<file path="src/rtl/dir_pkg.sv">
package dir_pkg;
  typedef enum logic [1:0] {OVF_COARSE, OVF_REPLACE, OVF_BCAST} ovf_e;
  typedef enum logic [1:0] {OP_NOP = 2'd0, OP_ADD = 2'd1, OP_REM = 2'd2, OP_WR = 2'd3} op_e;
  typedef enum logic [1:0] {EM_IDLE, EM_RUN, EM_DONE} em_st_e;
endpackage

</file>
<file path="src/rtl/dir_entry_next.sv">
module dir_entry_next import dir_pkg::*; #(
  parameter int unsigned NUM_PROC = 16,
  parameter int unsigned NUM_PTR  = 4,
  parameter int unsigned CLUSTER  = 4,
  parameter ovf_e        OVF      = OVF_COARSE,
  localparam int unsigned LG  = $clog2(NUM_PROC),
  localparam int unsigned W   = NUM_PTR * LG,
  localparam int unsigned RRW = (NUM_PTR > 1) ? $clog2(NUM_PTR) : 1
) (
  input  logic                mode_i,
  input  logic [NUM_PTR-1:0]  vld_i,
  input  logic [W-1:0]        word_i,
  input  logic [RRW-1:0]      rr_i,
  input  op_e                 op_i,
  input  logic [LG-1:0]       proc_i,
  output logic                mode_o,
  output logic [NUM_PTR-1:0]  vld_o,
  output logic [W-1:0]        word_o,
  output logic [RRW-1:0]      rr_o,
  output logic                emit_o,
  output logic [NUM_PROC-1:0] mask_o
);
  localparam int unsigned NCL = NUM_PROC / CLUSTER;
  localparam logic [RRW-1:0] RR_LAST = RRW'(NUM_PTR - 1);

  logic           hit, free_any;
  logic [RRW-1:0] free_idx;
  logic [NCL-1:0] occ;

  always_comb begin
    hit = 1'b0; free_any = 1'b0; free_idx = '0; occ = '0;
    for (int s = 0; s < NUM_PTR; s++)
      if (vld_i[s]) begin
        if (word_i[s*LG +: LG] == proc_i) hit = 1'b1;
        occ[word_i[s*LG +: LG] / CLUSTER] = 1'b1;
      end
    for (int s = NUM_PTR - 1; s >= 0; s--)
      if (!vld_i[s]) begin free_any = 1'b1; free_idx = RRW'(s); end
  end

  always_comb begin
    mode_o = mode_i; vld_o = vld_i; word_o = word_i; rr_o = rr_i;
    emit_o = 1'b0; mask_o = '0;
    unique case (op_i)
      OP_ADD: begin
        if (mode_i) begin
          if (OVF == OVF_COARSE) word_o[proc_i / CLUSTER] = 1'b1;
        end else if (!hit) begin
          if (free_any) begin
            word_o[free_idx*LG +: LG] = proc_i;
            vld_o[free_idx]           = 1'b1;
          end else if (OVF == OVF_REPLACE) begin
            emit_o = 1'b1;
            mask_o[word_i[rr_i*LG +: LG]] = 1'b1;
            word_o[rr_i*LG +: LG] = proc_i;
            rr_o = (rr_i == RR_LAST) ? '0 : rr_i + 1'b1;
          end else begin
            // storage reinterpreted as group vector
            mode_o = 1'b1; vld_o = '0; word_o = '0;
            if (OVF == OVF_COARSE) word_o[NCL-1:0] = occ | (NCL'(1) << (proc_i / CLUSTER));
            else                   word_o[NCL-1:0] = '1;
          end
        end
      end
      OP_REM: begin
        if (!mode_i)
          for (int s = 0; s < NUM_PTR; s++)
            if (vld_i[s] && word_i[s*LG +: LG] == proc_i) vld_o[s] = 1'b0;
      end
      OP_WR: begin
        emit_o = 1'b1;
        if (mode_i) begin
          for (int p = 0; p < NUM_PROC; p++) mask_o[p] = word_i[p / CLUSTER];
        end else begin
          for (int s = 0; s < NUM_PTR; s++)
            if (vld_i[s]) mask_o[word_i[s*LG +: LG]] = 1'b1;
        end
        mask_o[proc_i] = 1'b0;
        mode_o = 1'b0; vld_o = '0; vld_o[0] = 1'b1;
        word_o = '0; word_o[LG-1:0] = proc_i; rr_o = '0;
      end
      default: ;
    endcase
  end
endmodule

</file>
<file path="src/rtl/dir_inv_emit.sv">
module dir_inv_emit import dir_pkg::*; #(
  parameter int unsigned NUM_PROC = 16,
  localparam int unsigned LG = $clog2(NUM_PROC)
) (
  input  logic                clk_i,
  input  logic                rst_ni,
  input  logic                start_i,
  input  logic [NUM_PROC-1:0] mask_i,
  output logic                busy_o,
  output logic                inv_valid_o,
  input  logic                inv_ready_i,
  output logic [LG-1:0]       inv_proc_o,
  output logic                done_o
);
  em_st_e              st_q;
  logic [NUM_PROC-1:0] pend_q, pend_clr;
  logic [LG-1:0]       low;

  always_comb begin
    low = '0;
    for (int p = NUM_PROC - 1; p >= 0; p--)
      if (pend_q[p]) low = LG'(p);
    pend_clr = pend_q & ~(NUM_PROC'(1) << low);
  end

  always_ff @(posedge clk_i or negedge rst_ni) begin
    if (!rst_ni) begin
      st_q <= EM_IDLE; pend_q <= '0;
    end else begin
      unique case (st_q)
        EM_IDLE: if (start_i) begin pend_q <= mask_i; st_q <= EM_RUN; end
        EM_RUN: begin
          if (pend_q == '0) st_q <= EM_DONE;
          else if (inv_ready_i) begin
            pend_q <= pend_clr;
            if (pend_clr == '0) st_q <= EM_DONE;
          end
        end
        EM_DONE: st_q <= EM_IDLE;
        default: st_q <= EM_IDLE;
      endcase
    end
  end

  assign busy_o      = (st_q != EM_IDLE);
  assign inv_valid_o = (st_q == EM_RUN) && (pend_q != '0);
  assign inv_proc_o  = low;
  assign done_o      = (st_q == EM_DONE);
endmodule

</file>
<file path="src/rtl/dir_limptr.sv">
module dir_limptr import dir_pkg::*; #(
  parameter int unsigned NUM_PROC  = 16,
  parameter int unsigned NUM_PTR   = 4,
  parameter int unsigned CLUSTER   = 4,
  parameter int unsigned NUM_ENTRY = 8,
  parameter ovf_e        OVF       = OVF_COARSE,
  localparam int unsigned LG   = $clog2(NUM_PROC),
  localparam int unsigned IDXW = $clog2(NUM_ENTRY)
) (
  input  logic            clk_i,
  input  logic            rst_ni,
  input  logic            cmd_valid_i,
  output logic            cmd_ready_o,
  input  logic [1:0]      cmd_op_i,
  input  logic [IDXW-1:0] cmd_idx_i,
  input  logic [LG-1:0]   cmd_proc_i,
  output logic            inv_valid_o,
  input  logic            inv_ready_i,
  output logic [LG-1:0]   inv_proc_o,
  output logic            inv_done_o
);
  localparam int unsigned W   = NUM_PTR * LG;
  localparam int unsigned RRW = (NUM_PTR > 1) ? $clog2(NUM_PTR) : 1;

  logic               mode_q [NUM_ENTRY];
  logic [NUM_PTR-1:0] vld_q  [NUM_ENTRY];
  logic [W-1:0]       word_q [NUM_ENTRY];
  logic [RRW-1:0]     rr_q   [NUM_ENTRY];

  logic                n_mode, emit, busy, acc;
  logic [NUM_PTR-1:0]  n_vld;
  logic [W-1:0]        n_word;
  logic [RRW-1:0]      n_rr;
  logic [NUM_PROC-1:0] mask;

  assign cmd_ready_o = !busy;
  assign acc         = cmd_valid_i && cmd_ready_o;

  dir_entry_next #(.NUM_PROC(NUM_PROC), .NUM_PTR(NUM_PTR), .CLUSTER(CLUSTER), .OVF(OVF)) u_next (
    .mode_i (mode_q[cmd_idx_i]), .vld_i (vld_q[cmd_idx_i]), .word_i (word_q[cmd_idx_i]),
    .rr_i   (rr_q[cmd_idx_i]),   .op_i  (op_e'(cmd_op_i)),  .proc_i (cmd_proc_i),
    .mode_o (n_mode), .vld_o (n_vld), .word_o (n_word), .rr_o (n_rr),
    .emit_o (emit),   .mask_o (mask)
  );

  always_ff @(posedge clk_i or negedge rst_ni) begin
    if (!rst_ni) begin
      for (int e = 0; e < NUM_ENTRY; e++) begin
        mode_q[e] <= 1'b0; vld_q[e] <= '0; word_q[e] <= '0; rr_q[e] <= '0;
      end
    end else if (acc) begin
      mode_q[cmd_idx_i] <= n_mode;
      vld_q[cmd_idx_i]  <= n_vld;
      word_q[cmd_idx_i] <= n_word;
      rr_q[cmd_idx_i]   <= n_rr;
    end
  end

  dir_inv_emit #(.NUM_PROC(NUM_PROC)) u_emit (
    .clk_i, .rst_ni, .start_i (acc && emit), .mask_i (mask), .busy_o (busy),
    .inv_valid_o, .inv_ready_i, .inv_proc_o, .done_o (inv_done_o)
  );
endmodule

</file>
<file path="config.mk">
export PLATFORM = sky130hd
export DESIGN_NAME = dir_limptr
export DESIGN_NICKNAME = d
export VERILOG_FILES = /design/src/rtl/dir_pkg.sv /design/src/rtl/dir_entry_next.sv /design/src/rtl/dir_inv_emit.sv /design/src/rtl/dir_limptr.sv
export SDC_FILE = /design/constraint.sdc
export NUM_CORES = 1
export LEC_CHECK = 0
export ABC_CLOCK_PERIOD_IN_PS = 6400
export BUFFER_PORTS_ARGS = -buffer_cell sky130_fd_sc_hd__buf_2
export CORE_MARGIN = 4
export CORE_UTILIZATION = 44
export CTS_CLUSTER_SIZE = 20
export DETAILED_ROUTE_END_ITERATION = 8
export PLACE_DENSITY_LB_ADDON = 0.12
export SETUP_SLACK_MARGIN = 0.3
export SYNTH_ARGS = -nofsm -noshare
export SYNTH_HDL_FRONTEND = slang
export SYNTH_SLANG_ARGS = --single-unit
</file>
<file path="constraint.sdc">
create_clock -name clk_i -period 6.4 [get_ports clk_i]
set_input_delay 0.64 -clock clk_i [delete_from_list [all_inputs] [get_ports clk_i]]
set_output_delay 0.64 -clock clk_i [all_outputs]
set_load 0.005 [all_outputs]
</file>
==> out/metrics.cfg, run 1 <==
[finish]
area_growth_pct=8.56
fillers=2353
insertedDiodeCount=0
multi_input_area_um2=5690
final-seq-area_um2=4650
final_nets=1119
drive_gt1_frac=0.184

[clock_tree]
cts_tree=built
cts_setup_buffers=0
cts_resized=0
clock-sinks=186
ctsLongestPathBuffers=2
cts-htree-levels=4
ctsHoldBuffers=0
clkLatencyLatePin_ns=0.44
cts-root-buf=clkbuf_16
clkSlewWorstSetupHoldPaths_ns=0.08
cts_buffers=17

[worst_setup_path]
crit_family=simple AND/OR/NAND/NOR gates
start_kind=input pin
path_max_fanout=63
crit_path_cell_trace=buf_4 > buf_4 > mux4_2 > mux2i_4 > xnor2_1 > or3b_2 > nor4_1 > or4_4 > nor4_2 > a32oi_1 > o21ai_0
critPathBufInv=2
cp_common_cell=buf_4
cp_slowest_cell=a32oi_1
cp.required_ns=6.68
cp_data_arrival_time_ns=4.88
crit_path_max_incr_delay_ns=0.67
r2r_slack_ns=2.55
end_kind=flop
critical_path_class=in -> reg

[synth]
synth.most_common_cell=dfrtp_1
synthArstFlopShare=1.00
syn_avg_cell_area_um2=9.69
ys_seq_area_frac=0.432
syn_area_um2=10800
ys_ff_latch=186
synthDistinctLibCells=85
syn_nets=1132
synth_flop_cell=dfrtp_1
ys_warn_count=0
synth_area_leader_cell=dfrtp_1
synthCells=1113
ys_top_cells_by_count=dfrtp_1 (186), nand2_1 (174), o21ai_0 (129)
synth_edf_count=0
yosysTopAreaCellShare=0.432
synthTopCellsByArea=dfrtp_1 (43%), mux2_2 (9.5%), nand2_1 (6.1%)

[worst_hold_path]
hold_class=in -> async

[placed_design]
port_buffers=19
pre_cts_ws_ns=1.35
hpwl_um=22400
gp_congestion=0.975

[global_routing]
grt_pass1_vias=8829
gr-usage-all-layers=0.250
grt_antenna_before_repair=0
grt_max_degree=128
grt_overflow=0
grt_first_pass_wirelength_um=52400

[pwr]
power.density_nw_per_um2=424
leakagePower_nw=4.98
peakVddDrop_mv=0.276
fin_total_pwr_w=0.00497

[route]
dr_wl_met3_um=1570
routed_wl_um=32900
drt-initial-drc-count=688
wl_met2_um=15600
dr.pass1.iters=8
vias=8773
route.top_layer_used=met4
drc=0
routedWlPerCell_um=22.9
via_per_inst=6.11
wl_met1_um=15200
ant_nets=0

[timing]
period_needed_ns=4.60
maxSlewViolCount=0
slew_headroom=0.313
worst_pin_slew_ns=1.03
rsz0062_at_grt=false
layout_setup_ws_ns=1.80
fin_tns_setup_ns=0
fmax_mhz=217
clock_skew_ns=0.0165
setup-violations-final=0
finalCritPeriodShare=0.719
hold_violations=0

[floorplanning]
ios=20
die_h_um=165
die-area_um2=27100
start_util=0.445
rows=57
die_w_um=165
core_um2=24200

[outcome]
status=finished clean

[job]
maxCapViolations=0

-- sequential cells by signal, indices dropped and copies added (netlist names) --
signal         flops
vld_q             32
mode_q             8
u_emit.st_q        2
word_q           128
u_emit.pend_q     16
-- through the flow --
step	util	cell area [µm²]	hold WS (ns)	instances
after floorplan	-	10800	0.344	1113
after global placement	0.458	11100	0.454	1405
after detailed placement	0.458	11100	0.464	1405
after CTS	0.483	11700	0.417	1437
after global routing	0.483	11700	0.446	1437
final	0.483	11700	0.355	1437
-- layout make-up --
cell class,count,share of cell area
Clock buffer,18,0.0367
Clock inverter,14,0.0152
Timing Repair Buffer,40,0.0225
Tap cell,324,0.0346
Sequential cell,186,0.398
Inverter,24,0.00769
Multi-Input combinational cell,831,0.486
-- cell usage in the layout, fill, tap and decap left out, types with 17 or more instances in the layout --
cell type	netlist	routed
mux2i_1	31	31
nor3_1	23	23
nor2_1	61	61
nand2_1	174	174
o21ai_0	129	129
nand3_1	18	18
a21oi_1	23	23
inv_1	23	23
dfrtp_1	186	186
buf_2	5	17
o22ai_1	25	25
clkbuf_16	0	17
mux2_2	91	91
buf_4	6	22
-- report_power, final --
group	leakage [nW]	total (W)	internal [W]	switching, W
Sequential	2.47	0.00181	0.00157	0.000241
Clock	0.291	0.00110	0.000594	0.000510
Combinational	2.21	0.00205	0.000781	0.00127
Total	4.98	0.00497	0.00295	0.00202
-- final timing paths --
path                         startpoint                end  depth (start not counted)
hold reg to reg              word_q[16]         word_q[16]                          2
max in group asynchronous        rst_ni  u_emit.pend_q[11]                          2
min in group clk_i           word_q[16]         word_q[16]                          2
setup / recovery           cmd_idx_i[2]         word_q[73]                         11
hold / removal                   rst_ni         word_q[12]                          1
setup reg to reg             word_q[82]         word_q[73]                          9
-- logic make-up (layout without fill, tap and decap cells) --
| group | count (synthesis) | in the layout | share of synthesized area |
|---|---|---|---|
| AOI/OAI and AO/OA | 323 | 323 | 0.209 |
| buffers and inverters | 96 | 96 | 0.0417 |
| adders and majority gates | 7 | 7 | 0.00789 |
| and+or+nand+nor | 355 | 355 | 0.154 |
| muxes | 135 | 135 | 0.147 |
| xor gates and xnor gates | 11 | 11 | 0.00893 |
| DFF | 186 | 186 | 0.432 |
-- routing by layer --
metal  vias up  global-route usage
met4         0              0.0673
met3        48              0.0339
met1      4372               0.355
met5         -                   0
met2       262               0.405
li1       4091                   -
No activity file was read; power rests on OpenSTA's default activity.
==> run 2, diff against run 1 <==
--- a/config.mk
+++ b/config.mk
@@ -5,7 +5,8 @@
 export SDC_FILE = /design/constraint.sdc
 export NUM_CORES = 1
 export LEC_CHECK = 0
-export ABC_CLOCK_PERIOD_IN_PS = 6400
+export ABC_AREA = 1
+export ABC_CLOCK_PERIOD_IN_PS = 4350
 export BUFFER_PORTS_ARGS = -buffer_cell sky130_fd_sc_hd__buf_2
 export CORE_MARGIN = 4
 export CORE_UTILIZATION = 44
==> constraint.sdc (replaced) <==
create_clock -name clk_i -period 4.35 [get_ports clk_i]
set_input_delay 0.435 -clock clk_i [delete_from_list [all_inputs] [get_ports clk_i]]
set_output_delay 0.435 -clock clk_i [all_outputs]
set_load 0.005 [all_outputs]
==> run 2 against run 1 <==
  * Sequential share of layout area fell by 2.7 points
  * Power rose by 33%
  * Critical path type unchanged
  * Wire length rose by 19%
  * Largest cell class unchanged
  * Synthesized cell count rose by 45%
  * Utilization fell by 0.070 points
  * Clock-buffer cell count fell by 1
  * Hold slack got worse by 0.30 ns
  * Critical path depth rose by 9
  * Global-route usage rose by 2.1 points
  * Design area rose by 7.3%
  * Synthesized area rose by 7.8%
==> out/metrics.cfg, run 2 <==
[pwr]
fin_total_pwr_w=0.00661  ; was 0.00497 W
peakVddDrop_mv=0.327  ; was 0.276 mV
leakagePower_nw=6.32  ; was 4.98 nW
power.density_nw_per_um2=526  ; was 424 nW/µm²

[worst_setup_path]
worstRegToRegCells=19  ; was 9
path_max_fanout=17  ; was 63
r2r_slack_ns=0.97  ; was 2.55 ns
critical_path_class=in -> reg  ; unchanged
r2r-start=vld_q[3]  ; was word_q[82]
start_kind=input pin  ; unchanged
cp_data_arrival_time_ns=4.03  ; was 4.88 ns
end_kind=flop  ; unchanged
worst_r2r_endpoint=word_q[71]  ; was word_q[73]
cp.required_ns=4.73  ; was 6.68 ns

[synth]
synthTopCellsByArea=dfrtp_1 (40%), nand2_1 (23%), inv_1 (4.1%)  ; was dfrtp_1 (43%), mux2_2 (9.5%), nand2_1 (6.1%)
yosysTopAreaCellShare=0.400  ; was 0.432
ys_top_cells_by_count=nand2_1 (709), dfrtp_1 (186), inv_1 (126)  ; was dfrtp_1 (186), nand2_1 (174), o21ai_0 (129)
ys_ff_latch=186  ; unchanged
syn_nets=1630  ; was 1132
synthArstFlopShare=1.00  ; unchanged
synth_edf_count=0  ; unchanged
synth.most_common_cell=nand2_1  ; was dfrtp_1
synthDistinctLibCells=57  ; was 85
ys_seq_area_frac=0.400  ; was 0.432
ys_warn_count=0  ; unchanged
syn_area_um2=11600  ; was 10800 µm²
synth_flop_cell=dfrtp_1  ; unchanged
synth_area_leader_cell=dfrtp_1  ; unchanged
synthCells=1611  ; was 1113
syn_avg_cell_area_um2=7.22  ; was 9.69 µm²

[timing]
hold_violations=0  ; unchanged
rsz0062_at_grt=false  ; unchanged
fin_tns_setup_ns=0  ; unchanged
period_needed_ns=3.65
setup-violations-final=0  ; unchanged
maxSlewViolCount=0  ; unchanged
slew_headroom=0.268  ; was 0.313
finalCritPeriodShare=0.840
worst_pin_slew_ns=1.10  ; was 1.03 ns
fmax_mhz=274
clock_skew_ns=0.0189  ; was 0.0165 ns

[floorplanning]
die_h_um=171  ; was 165 µm
rows=59  ; was 57
die_w_um=171  ; was 165 µm
start_util=0.446  ; was 0.445
core_um2=26100  ; was 24200 µm²
ios=20  ; unchanged
die-area_um2=29100  ; was 27100 µm²

[worst_hold_path]
hold_class=in -> async  ; unchanged

[clock_tree]
clkLatencyLatePin_ns=0.45  ; was 0.44 ns
cts-htree-levels=4  ; unchanged
ctsHoldBuffers=0  ; unchanged
ctsLongestPathBuffers=2  ; unchanged
cts_resized=0  ; unchanged
clock-sinks=186  ; unchanged
cts_tree=built  ; unchanged
clkSlewWorstSetupHoldPaths_ns=0.08  ; about the same
cts-root-buf=clkbuf_16  ; unchanged
cts_buffers=17  ; unchanged
cts_setup_buffers=0  ; unchanged

[placed_design]
hpwl_um=26200  ; was 22400 µm
gp_congestion=0.975  ; about the same
port_buffers=19  ; unchanged
dpl.cell_count=1924  ; was 1405

[route]
routed_wl_um=39100  ; was 32900 µm
drt-initial-drc-count=1094  ; was 688
ant_nets=0  ; unchanged
vias=10781  ; was 8773
via_per_inst=5.51  ; was 6.11
dr.pass1.iters=5  ; was 8
routedWlPerCell_um=20.0  ; was 22.9 µm
drc=0  ; unchanged

[finish]
largest_register_ffs=128  ; unchanged
stdcell_count=1956  ; was 1437
largest-register=word_q  ; unchanged
area_growth_pct=8.06  ; was 8.56%
mostFrequentLayoutCells=nand2_1 (709), dfrtp_1 (186), inv_1 (126)  ; was dfrtp_1 (186), nand2_1 (174), o21ai_0 (129)
final_util=0.482  ; was 0.483
drive_gt1_frac=0.125  ; was 0.184
layout_commonest_cell=nand2_1  ; was dfrtp_1
insertedDiodeCount=0  ; unchanged
final_nets=1627  ; was 1119
largestRegisters=word_q (128), vld_q (32), u_emit.pend_q (16)  ; unchanged

[global_routing]
grt_antenna_before_repair=0  ; unchanged
grt_max_degree=110  ; was 128
gr-usage-all-layers=0.272  ; was 0.250
grt_overflow=0  ; unchanged
grt_pass1_vias=10433  ; was 8829
grt_first_pass_wirelength_um=61200  ; was 52400 µm

[job]
maxCapViolations=0  ; unchanged

[outcome]
status=finished clean  ; unchanged

==> run 2: through the flow <==
stage | hold slack, ns | cell area, µm² | setup WS (ns)
floorplan | 0.139 | 11600 | 1.10
CTS | 0.152 | 12600 | 0.778
global placement | 0.463 | 12000 | 0.423
detailed placement | 0.466 | 12000 | 0.314
global route | 0.187 | 12600 | 0.446
finish | 0.0567 | 12600 | 0.695
==> run 2: power breakdown <==
part	switching [W]	leakage [nW]	total, W	internal, W
Combinational	0.00178	3.52	0.00256	0.000779
Clock	0.000810	0.285	0.00159	0.000776
Sequential	0.000272	2.52	0.00247	0.00220
Total	0.00286	6.32	0.00661	0.00376
==> run 2: worst max-delay path, stage by stage <==
cell	delay, ns
buf_2	0.38
nand3_4	0.21
inv_4	0.27
a22oi_1	0.14
and3_1	0.16
nand2_1	0.14
nand2_1	0.07
a21oi_1	0.17
inv_1	0.13
ha_1	0.41
clkinv_1	0.26
o31ai_1	0.31
o211ai_1	0.13
nand3_1	0.11
nand2_1	0.07
nand2_1	0.05
nand3_1	0.14
nand2_1	0.28
nand2_1	0.08
nand2_1	0.07
==> run 2: area by class of cell <==
cell class                 instances  area (µm²)
fill                            2660       13500
multi-input combinational       1206        5990
sequential                       186        4650
inverter                         153         594
clock buffer                      17         425
tap                              335         419
timing repair buffer              44         304
clock inverter                    15         176
==> run 2: kinds of logic (layout without fill, tap and decap cells) <==
| logic type | after synthesis | count (layout) | synth area share |
|---|---|---|---|
| flops | 186 | 186 | 0.400 |
| simple gates | 945 | 945 | 0.358 |
| fa+ha+maj | 6 | 6 | 0.00646 |
| xor+xnor | 9 | 9 | 0.00807 |
| compound gates | 246 | 246 | 0.141 |
| buf+inv | 219 | 229 | 0.0862 |
==> run 2: how the worst max path moves through the flow <==
stage                             from           to  slack [ns]  depth (start not counted)
after floorplan           cmd_idx_i[0]    word_q[7]        1.10                         23
after global placement    cmd_idx_i[0]   word_q[39]        0.42                         20
after detailed placement  cmd_idx_i[0]  word_q[119]        0.31                         20
after CTS                 cmd_idx_i[0]   word_q[71]        0.78                         20
after global routing      cmd_idx_i[0]   word_q[23]        0.45                         22
final                     cmd_idx_i[0]   word_q[71]        0.70                         20
==> run 2: per-layer routing <==
metal  routed length, µm  share of wire  vias up  GRT usage
li1                    -              -     5175          -
met1               17900           0.46     5155      0.395
met2               17800           0.46      406      0.428
met3                2680          0.069       45     0.0407
met4                 687          0.018        0     0.0684
met5                   0              0        -          0
